**src/rtl/bju_pkg.sv**
```systemverilog
package bju_pkg;

  typedef enum logic [1:0] {
    XFER_NONE = 2'b00,
    XFER_BR   = 2'b01,
    XFER_JMP  = 2'b10,
    XFER_JAL  = 2'b11
  } xfer_cls_e;

  typedef enum logic [3:0] {
    CC_ZSET  = 4'd0,
    CC_ZCLR  = 4'd1,
    CC_CSET  = 4'd2,
    CC_CCLR  = 4'd3,
    CC_LSET  = 4'd4,
    CC_LCLR  = 4'd5,
    CC_NSET  = 4'd6,
    CC_NCLR  = 4'd7,
    CC_FSET  = 4'd8,
    CC_FCLR  = 4'd9,
    CC_NLNZ  = 4'd10,
    CC_LORZ  = 4'd11,
    CC_NNNZ  = 4'd12,
    CC_NORZ  = 4'd13,
    CC_ALWAYS = 4'd14,
    CC_NEVER = 4'd15
  } cond_sel_e;

  typedef struct packed {
    logic z;
    logic n;
    logic l;
    logic f;
    logic c;
  } stat_flags_t;

  localparam int unsigned FLAG_W = $bits(stat_flags_t);

endpackage

```
**src/rtl/bju_rst_sync.sv**
```systemverilog
module bju_rst_sync #(
  parameter int unsigned STAGES = 2
) (
  input  logic clk_i,
  input  logic rst_ni,
  output logic rst_sync_no
);

  logic [STAGES-1:0] chain_q;
  logic [STAGES-1:0] chain_d;

  always_comb begin
    chain_d = {chain_q[STAGES-2:0], 1'b1};
  end

  always_ff @(posedge clk_i or negedge rst_ni) begin
    if (!rst_ni) begin
      chain_q <= '0;
    end else begin
      chain_q <= chain_d;
    end
  end

  assign rst_sync_no = chain_q[STAGES-1];

endmodule

```
**src/rtl/bju_cond_eval.sv**
```systemverilog
module bju_cond_eval
  import bju_pkg::*;
(
  input  logic [3:0]           cond_i,
  input  logic [FLAG_W-1:0]    flags_i,
  output logic                 pass_o
);

  stat_flags_t fl;

  always_comb begin
    fl = stat_flags_t'(flags_i);
    unique case (cond_sel_e'(cond_i))
      CC_ZSET:   pass_o = fl.z;
      CC_ZCLR:   pass_o = ~fl.z;
      CC_CSET:   pass_o = fl.c;
      CC_CCLR:   pass_o = ~fl.c;
      CC_LSET:   pass_o = fl.l;
      CC_LCLR:   pass_o = ~fl.l;
      CC_NSET:   pass_o = fl.n;
      CC_NCLR:   pass_o = ~fl.n;
      CC_FSET:   pass_o = fl.f;
      CC_FCLR:   pass_o = ~fl.f;
      CC_NLNZ:   pass_o = ~fl.l & ~fl.z;
      CC_LORZ:   pass_o = fl.l | fl.z;
      CC_NNNZ:   pass_o = ~fl.n & ~fl.z;
      CC_NORZ:   pass_o = fl.n | fl.z;
      CC_ALWAYS: pass_o = 1'b1;
      CC_NEVER:  pass_o = 1'b0;
      default:   pass_o = 1'b0;
    endcase
  end

endmodule

```
**src/rtl/bju_target_calc.sv**
```systemverilog
module bju_target_calc #(
  parameter int unsigned AW = 16,
  parameter int unsigned DW = 8
) (
  input  logic [AW-1:0] pc_i,
  input  logic [DW-1:0] disp_i,
  output logic [AW-1:0] seq_pc_o,
  output logic [AW-1:0] rel_pc_o
);

  localparam int unsigned EXT_W = AW - DW;

  logic [AW-1:0] disp_ext;

  generate
    if (EXT_W > 0) begin : g_ext
      assign disp_ext = {{EXT_W{disp_i[DW-1]}}, disp_i};
    end else begin : g_noext
      assign disp_ext = disp_i[AW-1:0];
    end
  endgenerate

  always_comb begin
    seq_pc_o = pc_i + {{(AW-1){1'b0}}, 1'b1};
    rel_pc_o = pc_i + disp_ext;
  end

endmodule

```
**src/rtl/bju_next_pc.sv**
```systemverilog
module bju_next_pc
  import bju_pkg::*;
#(
  parameter int unsigned AW = 16,
  parameter int unsigned DW = 8
) (
  input  logic               clk_i,
  input  logic               rst_ni,
  input  logic [1:0]         cls_i,
  input  logic [3:0]         cond_i,
  input  logic [FLAG_W-1:0]  flags_i,
  input  logic [DW-1:0]      disp_i,
  input  logic [AW-1:0]      pc_i,
  input  logic [AW-1:0]      tgt_i,
  output logic [AW-1:0]      next_pc_o,
  output logic               taken_o,
  output logic [AW-1:0]      link_o,
  output logic               link_we_o
);

  logic          rst_q_n;
  logic          cond_pass;
  logic [AW-1:0] seq_pc;
  logic [AW-1:0] rel_pc;

  logic [AW-1:0] next_pc_d, next_pc_q;
  logic          taken_d, taken_q;
  logic [AW-1:0] link_d, link_q;
  logic          link_we_d, link_we_q;

  bju_rst_sync #(.STAGES(2)) u_rst (
    .clk_i       (clk_i),
    .rst_ni      (rst_ni),
    .rst_sync_no (rst_q_n)
  );

  bju_cond_eval u_cond (
    .cond_i  (cond_i),
    .flags_i (flags_i),
    .pass_o  (cond_pass)
  );

  bju_target_calc #(.AW(AW), .DW(DW)) u_tgt (
    .pc_i     (pc_i),
    .disp_i   (disp_i),
    .seq_pc_o (seq_pc),
    .rel_pc_o (rel_pc)
  );

  // next-state selection
  always_comb begin
    next_pc_d = seq_pc;
    taken_d   = 1'b0;
    link_d    = seq_pc;
    link_we_d = 1'b0;
    unique case (xfer_cls_e'(cls_i))
      XFER_BR: begin
        if (cond_pass) begin
          next_pc_d = rel_pc;
          taken_d   = 1'b1;
        end
      end
      XFER_JMP: begin
        if (cond_pass) begin
          next_pc_d = tgt_i;
          taken_d   = 1'b1;
        end
      end
      XFER_JAL: begin
        next_pc_d = tgt_i;
        taken_d   = 1'b1;
        link_we_d = 1'b1;
      end
      default: begin
        next_pc_d = seq_pc;
      end
    endcase
  end

  // output registers
  always_ff @(posedge clk_i or negedge rst_q_n) begin
    if (!rst_q_n) begin
      next_pc_q <= '0;
      taken_q   <= 1'b0;
      link_q    <= '0;
      link_we_q <= 1'b0;
    end else begin
      next_pc_q <= next_pc_d;
      taken_q   <= taken_d;
      link_q    <= link_d;
      link_we_q <= link_we_d;
    end
  end

  assign next_pc_o = next_pc_q;
  assign taken_o   = taken_q;
  assign link_o    = link_q;
  assign link_we_o = link_we_q;

endmodule

```
**config.mk**
```make
export PLATFORM = sky130hd
export DESIGN_NAME = bju_next_pc
export DESIGN_NICKNAME = d
export VERILOG_FILES = /design/src/rtl/bju_pkg.sv /design/src/rtl/bju_rst_sync.sv /design/src/rtl/bju_cond_eval.sv /design/src/rtl/bju_target_calc.sv /design/src/rtl/bju_next_pc.sv
export SDC_FILE = /design/constraint.sdc
export NUM_CORES = 1
export LEC_CHECK = 0
export ABC_AREA = 1
export BUFFER_PORTS_ARGS = -buffer_cell sky130_fd_sc_hd__buf_2
export CORE_ASPECT_RATIO = 0.7
export CORE_UTILIZATION = 48
export CTS_CLUSTER_DIAMETER = 40
export DETAILED_ROUTE_END_ITERATION = 12
export GPL_ROUTABILITY_DRIVEN = 0
export PLACE_DENSITY = 0.76
export SLEW_MARGIN = 20
export SYNTH_ARGS = -nofsm -noshare
export SYNTH_HDL_FRONTEND = slang
export SYNTH_SLANG_ARGS = --single-unit
```
**constraint.sdc**
```tcl
create_clock -name clk_i -period 1.47 [get_ports clk_i]
set_input_delay 0 -clock clk_i [delete_from_list [all_inputs] [get_ports clk_i]]
set_output_delay 0 -clock clk_i [all_outputs]
set_load 0.01 [all_outputs]
```
# After elaboration in Yosys (flattened, before gate mapping)
# Index checks and enable logic that the tools add are counted.
[totals]
reg_bits = 36
out_inout_bits = 34
elab_cells = 43
[classes]
add_sub_neg = 2
n_eq_ne = 18
mux = 7
n_bitwise = 9
n_reduce_logical = 2
[ops]
columns = ["operator", "n"]
rows = [
  ["16-bit case mux with 3 select lines", 1],
  ["4-bit equality test, second input constant", 8],
  ["16-bit two-way mux", 2],
  ["16-bit by 1-bit adder with 16-bit output, second input constant", 1],
  ["16-bit adder", 1],
  ["4-bit by 3-bit equality test with 1-bit output, second input constant", 4],
  ["1-bit case mux with 16 select lines", 1],
  ["4-bit by 2-bit equality test with 1-bit output, second input constant", 2],
  ["1-bit NOT", 5],
  ["2-bit equality test, second input constant", 2],
  ["4-bit by 1-bit equality test with 1-bit output, second input constant", 1],
  ["4-bit logical NOT", 1],
  ["1-bit bitwise AND", 2],
  ["2-bit by 1-bit equality test with 1-bit output, second input constant", 1],
  ["1-bit two-way mux", 2],
  ["1-bit OR", 2],
  ["1-bit case mux with 2 select lines", 1],
  ["2-bit OR reduction", 1],
]

# Longest topological paths before layout
# Gate-level depths: netlist of run 1.
[logic_depth]
ltp_word = 5
depth_mapped = 15
mapped_depth_nobuf = 15

# By module
# A second synthesis of run 1 with hierarchy kept.
[unflattened]
hier_cells = 549
area_unflattened_um2 = 3369.5
[modules_own_cells]
columns = ["module", "n_inst", "cells_each", "area_each_um2"]
rows = [
  ["bju_next_pc", 1, 266, 1881.8],
  ["bju_target_calc", 1, 228, 1213.7],
  ["bju_cond_eval", 1, 52, 220.2],
  ["bju_rst_sync", 1, 3, 53.8],
]

# Worst setup path before layout of run 1
# Ideal clock, no wire load.
[synth_timing]
path_kind = "input port to flip-flop"
startpoint = "in disp_i[0]"
endpoint = "reg next_pc_q[8] (netlist: next_pc_o[8])"
setup_time_ns = 0.113
arrival_ns = 1.509
t_required_ns = 1.357
path_slack_ns = -0.152
cell_stages = 13
path_buffers = 0
cell_sequence = "ha_1 > fa_1 > nand3_1 > nand3_1 > nand2_1 > nand2_1 > or2_2 > nand3_1 > nand2_1 > nand2_1 > nand3_1 > nand2_1 > inv_1"
[synth_between]
elab_chain_len = 3
[synth_rtl]
columns = ["element", "line", "text"]
rows = [
  ["from (decl)", "bju_next_pc.sv:12", "input logic [DW-1:0] disp_i,"],
  ["16-bit adder", "bju_target_calc.sv:25", "rel_pc_o = pc_i + disp_ext;"],
  ["16-bit two-way mux", "bju_next_pc.sv:58", "if (cond_pass) begin"],
  ["16-bit case mux with 3 select lines", "bju_next_pc.sv:56", "unique case (xfer_cls_e'(cls_i))"],
  ["via next_pc_d[8]", "bju_next_pc.sv:26", "logic [AW-1:0] next_pc_d, next_pc_q;"],
  ["to (signal assigned)", "bju_next_pc.sv:88", "next_pc_q <= next_pc_d;"],
  ["to (decl)", "bju_next_pc.sv:26", ""],
]
# The timed path passes the listed nets, and every way through them passes these cells.

# Final worst setup path of run 1
[layout_timing]
startpoint = "in disp_i[0]"
endpoint = "reg next_pc_q[6] (netlist: next_pc_o[6])"
# Same word-level chain as after synthesis.

==> run_results.csv, run 1 <==
group,metric,value,unit
final_layout,drive_above_1_share,29.5,%
final_layout,diodes,0,
floorplan,initial_utilization,50.9,%
job,maxCapViolations,0,
clock_tree,clkTransAtPathRegs,0.08,ns
drt,routed_wl,10100,um
sta,tightest_slew,0.727,ns
drt,viasPerCell,5.13,
logic_synthesis,synth.top_cell.area_share,27.7,%
final_layout,regArea,901,sq um
clock_tree,clkLatencyLatePin,0.29,ns
logic_synthesis,synth.most_common_cell,"nand2_1",
setup_path,cp-start-kind,"input port",
grt,overflow,0,
clock_tree,cts_buffer_depth,2,
clock_tree,cts-root-buf,"clkbuf_8",
status,status,"finished clean",
floorplan,die_h,70.9,um
floorplan,fp.dieArea,7120,sq um
grt,antenna_found_initial,0,
setup_path,cp_data_required_time,1.66,ns
floorplan,rows,24,
sta,finalCritPeriodShare,94.8,%
clock_tree,htree_levels,2,
pwr,power.density,705,nW/um^2
final_layout,area_growth_syn_to_layout,36.8,%
grt,grt_max_degree,35,
sta,slew-limit-headroom,51.5,%
logic_synthesis,ys_types,36,
logic_synthesis,synthesis.area,3250,sq um
sta,slew_violations,0,
logic_synthesis,ys_seq_area_share,27.7,%
final_layout,fillers,551,
setup_path,worstPathArrival,1.59,ns
place,post-place-ws,-0.298,ns
sta,finalWorstSetupSlack,0.0764,ns
sta,fmax,718,MHz
clock_tree,cts_inserted_buffers,5,
place,hpwl,8200,um
final_layout,utilization,69.6,%
logic_synthesis,syn_avg_cell_area,6.29,sq um
grt,grt_pass1_wl,15700,um
floorplan,die_x,100,um
logic_synthesis,synth_area_leaders,"dfrtp_1, nand2_1, inv_1",
grt,grt_util_all_layers,28.5,%
logic_synthesis,yosys_warnings,0,
logic_synthesis,synth_common_cells,"nand2_1, inv_1, nand3_1, nor2_1, dfrtp_1",
setup_path,critPathMaxFanout,4,
min_path,holdCritPathClass,"input port to asynchronous set/reset pin",
logic_synthesis,synth-edff-count,0,
logic_synthesis,synthArstFlopShare,100,%
setup_path,end_kind,"flip-flop",
sta,grt_setup_unrepaired,"no",
drt,firstDrtPassIters,5,
floorplan,io_pins,87,
floorplan,coreArea,6400,sq um
drt,drc,0,
drt,wl_per_cell,13.5,um
drt,route.vias.total,3823,
drt,drtAntennaViolNets,0,
grt,grt_pass1_vias,3310,
setup_path,critPathKind,"input port to flip-flop",
logic_synthesis,synth_cells,517,
drt,drt_iter0_drc,302,
logic_synthesis,ys.flop_type,"dfrtp_1",
final_layout,nNetsFinal,727,
final_layout,multi_input_area,2230,sq um
logic_synthesis,yosysTopAreaCell,"dfrtp_1",
sta,clock_skew,0.00549,ns
clock_tree,cts_sinks,36,
sta,finalCriticalPeriod,1.39,ns
place,port_buffers,86,
pwr,peakVddDrop,0.370,mV
clock_tree,cts_tree,"done",
logic_synthesis,ys_seq_elements,36,
sta,finalSetupViolCount,0,
logic_synthesis,syn-num-nets,591,
pwr,power.leakage,2.49,nW
sta,finalHoldViolCount,0,
[timing repair]
action / CTS / global route
hold endpoints to repair: 2 / 0
buffers inserted: 0 / 1
endpoints found under the setup margin: 0 / 8
hold buffers: 1 / 0
resized for setup: 0 / 30
[cells by family (layout without fill, tap and decap cells)]
kind of cell / count (synthesis) / count (layout) / share of synthesized area (%)
buf+inv: 83 / 220 / 10.5
other cells: 1 / 1 / 0.115
flops: 36 / 36 / 27.7
compound gates: 49 / 49 / 8.80
simple gates: 317 / 317 / 41.9
xor+xnor: 10 / 10 / 2.69
fa+ha+maj: 21 / 21 / 8.30
[per-layer routing]
metal	vias up	routed length, um	track usage [%]
li1	1902	-	-
met1	1704	4670	43.1
met4	0	74	6.28
met5	-	0	0
met3	8	1050	5.14
met2	209	4300	42.1
[worst max-delay path, cell delays in order]
cell and delay, ns:
buf_2 0.11, ha_4 0.15, fa_2 0.35, buf_6 0.14, nand2_2 0.06, nand3b_1 0.13
and2_1 0.17, o21ai_0 0.16, a21boi_1 0.09, o21ai_1 0.22
[path summary, 6_finish.rpt]
| path | startpoint | end | slack (ns) | cells after the start |
|---|---|---|---|---|
| min in group clk_i | pc_i[0] | link_o[0] | 0.02 | 3 |
| worst min-delay path | rst_ni | u_rst.chain_q[1] | 0.02 | 2 |
| worst max register to register | u_rst.chain_q[1] | link_o[15] | 0.90 | 1 |
| max in group asynchronous | u_rst.chain_q[1] | link_o[15] | 0.90 | 1 |
| worst min register to register | u_rst.chain_q[1] | next_pc_o[2] | 0.26 | 1 |
| worst max-delay path | disp_i[0] | next_pc_o[6] | 0.08 | 10 |
[registers in the layout (all words and copies together) (netlist names)]
signal	flops
next_pc_o	16
link_we_o	1
link_o	16
taken_o	1
u_rst.chain_q	2
[where the power goes]
group | leakage, nW | switching [W] | internal, W
registers | 0.429 | 0.0000268 | 0.00109
logic | 2.01 | 0.000780 | 0.000562
clock network | 0.0479 | 0.000356 | 0.000330
total | 2.49 | 0.00116 | 0.00198
[cells in the final DEF (no fill, tap or decap), types with 2 or more instances in the layout]
cell type    n
ha_1         7
o21bai_1     3
nand3_1     41
nand2_1    190
buf_4       52
buf_6        2
clkinv_2     2
nor3_1       2
nand2_2     14
clkbuf_8     5
a21oi_2      2
nand3b_1     7
o21ai_0     10
a22oi_2      2
and2_1       2
nand3_2      6
nand3_4      2
inv_1       69
nor2_1      41
buf_2       84
inv_4        2
dfrtp_1     36
a21oi_1     23
o21ai_1      4
a22o_1       2
or2_2        2
ha_4        13
xor2_1       9
nand4_1      8
[cell type report]
| type | count | share of cell area, % |
|---|---|---|
| inverters | 73 | 6.27 |
| flip-flops and latches | 36 | 20.2 |
| repair buffers | 139 | 18.9 |
| multi-input cells | 398 | 50.0 |
| clock buffers | 5 | 1.55 |
| well taps | 91 | 2.56 |
| clock inverters | 3 | 0.422 |
[metrics by stage]
| stage | cells | hold slack [ns] | instance area [sq um] | TNS [ns] | total power (W) |
|---|---|---|---|---|---|
| 6_report | 745 | 0.0201 | 4450 | 0 | 0.00314 |
| 5_1_grt | 745 | 0.0157 | 4450 | 0 | 0.00334 |
| 4_1_cts | 744 | 0.0140 | 4240 | 0 | 0.00304 |
| 3_5_place_dp | 735 | -0.213 | 4140 | -2.19 | 0.00235 |
| 3_3_place_gp | 735 | -0.216 | 4140 | -1.94 | 0.00232 |
| 2_1_floorplan | 517 | -0.296 | 3280 | 0 | 0.00184 |
(Power assumes the default switching activity.)
==> run 2, diff against run 1 <==
Settings changed: ABC_AREA 1 to 0, PLACE_DENSITY 0.76 to 0.79.
==> run_results.csv, run 2 <==
group,metric,value,unit
logic_synthesis,syn-num-nets,347,
setup_path,rr_endpoint,"next_pc_o[2]",
drt,routed_wl,14500,um
clock_tree,cts_inserted_buffers,5,
sta,slew-limit-headroom,56.9,%
logic_synthesis,synth-edff-count,0,
setup_path,end_kind,"flip-flop",
grt,grt_pass1_wl,17000,um
logic_synthesis,syn_avg_cell_area,9.38,sq um
place,post_dp_cell_area,3680,sq um
final_layout,drive_above_1_share,49.8,%
clock_tree,cts_tree,"done",
setup_path,cp-startpoint,"flags_i[2]",
logic_synthesis,synthesis.area,2560,sq um
logic_synthesis,ys.flop_type,"dfrtp_1",
pwr,peakVddDrop,0.456,mV
setup_path,cp-start-kind,"input port",
final_layout,area_growth_syn_to_layout,73.1,%
drt,drc,1,
floorplan,die_x,89.3,um
pwr,power.leakage,2.11,nW
logic_synthesis,ys_seq_elements,36,
setup_path,cp_data_required_time,1.62,ns
floorplan,rows,21,
floorplan,die_h,63.1,um
grt,grt_util_all_layers,40.9,%
logic_synthesis,synth_cells,273,
job,maxCapViolations,0,
sta,finalHoldViolCount,1,
logic_synthesis,synthArstFlopShare,100,%
drt,drtAntennaViolNets,0,
floorplan,io_pins,87,
final_layout,stdcell_area,4430,sq um
clock_tree,cts_sinks,36,
drt,viasPerCell,7.00,
logic_synthesis,synth_area_leaders,"dfrtp_1, ha_1, xnor2_1",
floorplan,fp.dieArea,5630,sq um
logic_synthesis,synth.most_common_cell,"dfrtp_1",
grt,met2_usage,66.4,%
setup_path,rr_worst_depth,1,
sta,timing.hold.ws,-0.0157,ns
final_layout,mostFrequentLayoutCell,"buf_4",
clock_tree,htree_levels,2,
setup_path,critPathMaxFanout,4,
floorplan,initial_utilization,51.8,%
logic_synthesis,synth_common_cells,"dfrtp_1, ha_1, nor2_1, xnor2_1, nand2_1",
drt,route.vias.total,3717,
grt,grt_pass1_vias,3281,
logic_synthesis,yosys_warnings,0,
sta,slew_violations,0,
sta,fmax,485,MHz
logic_synthesis,synth.top_cell.area_share,35.2,%
sta,finalWorstSetupSlack,-0.590,ns
drt,firstDrtPassIters,13,
min_path,hold_end,"link_o[9]",
min_path,whs_path_depth,3,
status,status,"finished with violations",
sta,grt_setup_unrepaired,"yes",
sta,finalCriticalPeriod,2.06,ns
setup_path,worstPathArrival,2.21,ns
sta,clock_skew,0.0210,ns
clock_tree,clkLatencyLatePin,0.34,ns
clock_tree,cts-root-buf,"clkbuf_8",
final_layout,nNetsFinal,533,
place,hpwl,6710,um
grt,met1_usage,47.7,%
status,violations,"design-rule violations, negative hold slack, negative setup slack",
grt,overflow,0,
setup_path,r2r_start,"u_rst.chain_q[1]",
grt,antenna_found_initial,3,
place,port_buffers,86,
min_path,holdCritPathClass,"input port to flip-flop",
sta,finalCritPeriodShare,140,%
floorplan,coreArea,4940,sq um
drt,wl_per_cell,27.4,um
sta,tns,-5.00,ns
setup_path,r2r_setup_slack,0.88,ns
grt,busiest_layer,"met2",
grt,gr-usage-met3,11.7,%
logic_synthesis,yosysTopAreaCell,"dfrtp_1",
setup_path,critPathKind,"input port to flip-flop",
logic_synthesis,ys_seq_area_share,35.2,%
pwr,power.density,845,nW/um^2
logic_synthesis,ys_types,50,
sta,tightest_slew,0.647,ns
final_layout,final_cell_mix,"buf_4, buf_2, dfrtp_1",
min_path,hp-start,"pc_i[9]",
drt,drt_iter0_drc,812,
sta,finalSetupViolCount,19,
grt,grt_max_degree,35,
final_layout,fillers,180,
clock_tree,cts_buffer_depth,2,
clock_tree,clkTransAtPathRegs,0.10,ns
==> run 2: cell types whose count changed after synthesis, sizes merged, moves of 12 or more <==
| cell | previous run | this run |
|---|---|---|
| a211oi | 0 | 12 |
| inv | 72 | 10 |
| nand2 | 204 | 15 |
| nand3 | 49 | 10 |
| nor2 | 43 | 18 |
| xnor2 | 1 | 16 |
==> run 2: report_power, final <==
| group | internal [W] | leakage [nW] | switching, W |
|---|---|---|---|
| sequential | 0.00109 | 0.434 | 0.0000473 |
| combinational | 0.000753 | 1.62 | 0.000892 |
| clock | 0.000505 | 0.0552 | 0.000457 |
==> run 2: cells by family (layout without fill, tap and decap cells) <==
family | after synthesis | after routing | share of synthesized area [%]
AOI/OAI and AO/OA | 86 | 86 | 24.4
and+or+nand+nor | 80 | 81 | 16.4
DFF | 36 | 36 | 35.2
xor gates and xnor gates | 24 | 24 | 8.21
adders and majority gates | 21 | 21 | 10.6
buffers and inverters | 21 | 207 | 3.52
muxes | 4 | 4 | 1.56
other | 1 | 3 | 0.146
==> run 2: worst max-delay path by stage <==
stage / end / slack (ns)
finish: next_pc_o[10] / -0.59
floorplan: next_pc_o[8] / -0.34
global route: next_pc_o[10] / -0.73
detailed placement: next_pc_o[8] / -0.59
CTS: next_pc_o[8] / -0.21
global placement: next_pc_o[12] / -0.52
==> run 2: cell type report <==
class,instances,area [sq um],share of cell area [%]
clock inverter,2,35.0,0.791
sequential,36,901,20.3
tap,69,86.3,1.95
inverter,10,37.5,0.847
multi-input combinational,217,1950,43.9
antenna,2,5.00,0.113
clock buffer,6,72.6,1.64
timing repair buffer,189,1350,30.4
==> run 2: critical path, cell delays in order <==
cell and delay, ns:
buf_2 0.12, buf_4 0.14, mux2i_1 0.18, a2bb2oi_2 0.10, a211oi_2 0.29, a211o_1 0.22
o21bai_1 0.11, buf_4 0.17, buf_4 0.14, a22oi_1 0.50, o31ai_2 0.23
==> run 2: per-stage QoR <==
stage               power, W  cells  setup WS, ns  util, %
floorplan            0.00175    273        -0.335        -
global placement     0.00225    493        -0.523     74.4
detailed placement   0.00229    493        -0.588     74.4
CTS                  0.00330    523        -0.213     85.8
global route         0.00386    531        -0.730     89.7
finish               0.00374    531        -0.590     89.7
==> run 2: repair_timing <==
item                                    4_1_cts  5_1_grt
endpoints found under the setup margin       15       17
pin swaps                                    30       31
cloned                                        0        1
resized for setup                            47       27
hold buffers                                 16        0
buffers inserted                              6        8
endpoints found under the hold margin        17        0
==> run 2: per-layer routing <==
| layer | up-vias | share of wire (%) | wire (um) |
|---|---|---|---|
| met2 | 433 | 41 | 5890 |
| met5 | - | 0.34 | 49 |
| met4 | 4 | 9.8 | 1420 |
| li1 | 1399 | - | - |
| met3 | 176 | 17 | 2420 |
| met1 | 1705 | 33 | 4750 |
==> run 3, diff against run 2 <==
Settings changed: CORE_ASPECT_RATIO 0.7 to 1.2, PLACE_DENSITY 0.79 to 0.77.
==> run_results.csv, run 3 (same netlist as run 2, synthesis figures left out) <==
group,metric,value,unit
status,status,"finished with violations",
status,violations,"negative hold slack, negative setup slack",
clock_tree,cts_sinks,36,
floorplan,rows,28,
setup_path,rr_worst_depth,1,
min_path,holdCritPathClass,"input port to flip-flop",
setup_path,worstPathArrival,1.91,ns
floorplan,fp.dieArea,5630,sq um
final_layout,fillers,258,
clock_tree,htree_levels,2,
drt,drtAntennaViolNets,0,
floorplan,die_h,82,um
drt,wl_per_cell,18.5,um
clock_tree,cts_tree,"done",
place,post_dp_cell_area,3640,sq um
grt,grt_pass1_vias,2946,
sta,finalHoldViolCount,1,
floorplan,die_x,68.7,um
sta,timing.hold.ws,-0.00203,ns
sta,slew_violations,0,
setup_path,slowest_stage,"or3_4",
drt,top_layer,"met4",
drt,met2_length,5080,um
job,maxCapViolations,0,
floorplan,io_pins,87,
drt,drt_iter0_drc,175,
setup_path,cp_num_buf_inv,1,
sta,finalCriticalPeriod,1.70,ns
final_layout,nNetsFinal,524,
sta,finalWorstSetupSlack,-0.232,ns
setup_path,crit_chain,"buf_6 -> ha_4 -> fa_2 -> a211oi_2 -> o21bai_1 -> or3_4 -> a31oi_4 -> xnor2_1 -> a22oi_1 -> o31ai_1",
grt,grt_max_degree,35,
final_layout,fin_cells,511,
final_layout,diodes,0,
final_layout,final_cell_mix,"buf_2, buf_4, dfrtp_1",
pwr,total_power,0.00340,W
drt,met1Wirelength,3460,um
setup_path,critical_path.top_delay_family,"compound AO/OA/AOI/OAI gates",
drt,drc,0,
place,post-place-ws,-0.585,ns
drt,routed_wl,9480,um
setup_path,cp-start-kind,"input port",
drt,route.vias.total,3031,
place,dp.cells,481,
setup_path,end_kind,"flip-flop",
sta,grt_setup_unrepaired,"yes",
clock_tree,cts_buffer_depth,2,
sta,fmax,588,MHz
sta,clock_skew,0.00420,ns
setup_path,critPathMaxFanout,2,
final_layout,drive_above_1_share,47.2,%
clock_tree,clkTransAtPathRegs,0.07,ns
pwr,power.leakage,2.04,nW
final_layout,area_growth_syn_to_layout,67.9,%
floorplan,initial_utilization,50.7,%
drt,dr_wl_met3,502,um
drt,viasPerCell,5.93,
pwr,peakVddDrop,0.604,mV
clock_tree,cts-root-buf,"clkbuf_8",
pwr,power.density,791,nW/um^2
setup_path,cp_data_required_time,1.67,ns
final_layout,stdcell_area,4300,sq um
place,hpwl,6150,um
setup_path,critPathKind,"input port to flip-flop",
sta,finalCritPeriodShare,116,%
floorplan,coreArea,5040,sq um
sta,finalSetupViolCount,14,
grt,grt_pass1_wl,13500,um
setup_path,crit_path_max_incr_delay,0.35,ns
place,port_buffers,86,
clock_tree,clkLatencyLatePin,0.30,ns
grt,antenna_found_initial,0,
drt,firstDrtPassIters,4,
min_path,whs_path_depth,2,
grt,overflow,0,
clock_tree,cts_inserted_buffers,5,
grt,grt_util_all_layers,33.1,%
setup_path,cp.depth,10,
## run 3: final cells by class
| cell class | instances | area, sq um | share of cell area [%] |
|---|---|---|---|
| clock buffer | 6 | 72.6 | 1.69 |
| clock inverter | 2 | 35.0 | 0.815 |
| inverter | 10 | 37.5 | 0.873 |
| multi-input combinational | 217 | 1920 | 44.8 |
| sequential | 36 | 901 | 21.0 |
| tap | 60 | 75.1 | 1.75 |
| timing repair buffer | 180 | 1250 | 29.2 |
## run 3: through the flow
stage                     hold slack (ns)  util [%]  setup TNS (ns)
after floorplan                    -0.296         -           -3.43
after global placement             -0.215      72.2           -6.14
after detailed placement           -0.209      72.2           -6.70
after CTS                       0.0000121      82.3           -1.26
after global routing              0.00876      85.2           -2.29
final                            -0.00203      85.2           -1.37
## run 3: final timing paths
path                                  start                to  slack, ns
setup / recovery                  disp_i[0]      next_pc_o[8]      -0.23
hold / removal                     pc_i[15]        link_o[15]     -0.002
setup reg to reg           u_rst.chain_q[1]        link_o[15]       0.89
hold reg to reg            u_rst.chain_q[1]      next_pc_o[4]       0.26
max in group asynchronous  u_rst.chain_q[1]        link_o[15]       0.89
min in group asynchronous            rst_ni  u_rst.chain_q[1]       0.02
## run 3: power by group
group | internal [W] | total (W) | switching [W] | leakage, nW
Combinational | 0.000702 | 0.00140 | 0.000702 | 1.55
Clock | 0.000503 | 0.000875 | 0.000372 | 0.0552
Sequential | 0.00109 | 0.00112 | 0.0000306 | 0.434
Total | 0.00229 | 0.00340 | 0.00110 | 2.04
## run 3: repair_timing
| action | CTS | global route |
|---|---|---|
| resized for setup | 42 | 24 |
| cloned | 0 | 1 |
| hold buffers | 16 | 0 |
| setup buffers | 3 | 4 |
| hold endpoints to repair | 17 | 0 |
| setup endpoints to repair | 15 | 15 |
| pin swaps | 22 | 19 |
## run 3: metal layers
layer	vias up	GRT usage, %
li1	1380	-
met1	1471	35.2
met2	141	62.3
met3	39	4.31
met4	0	16.0
met5	-	0
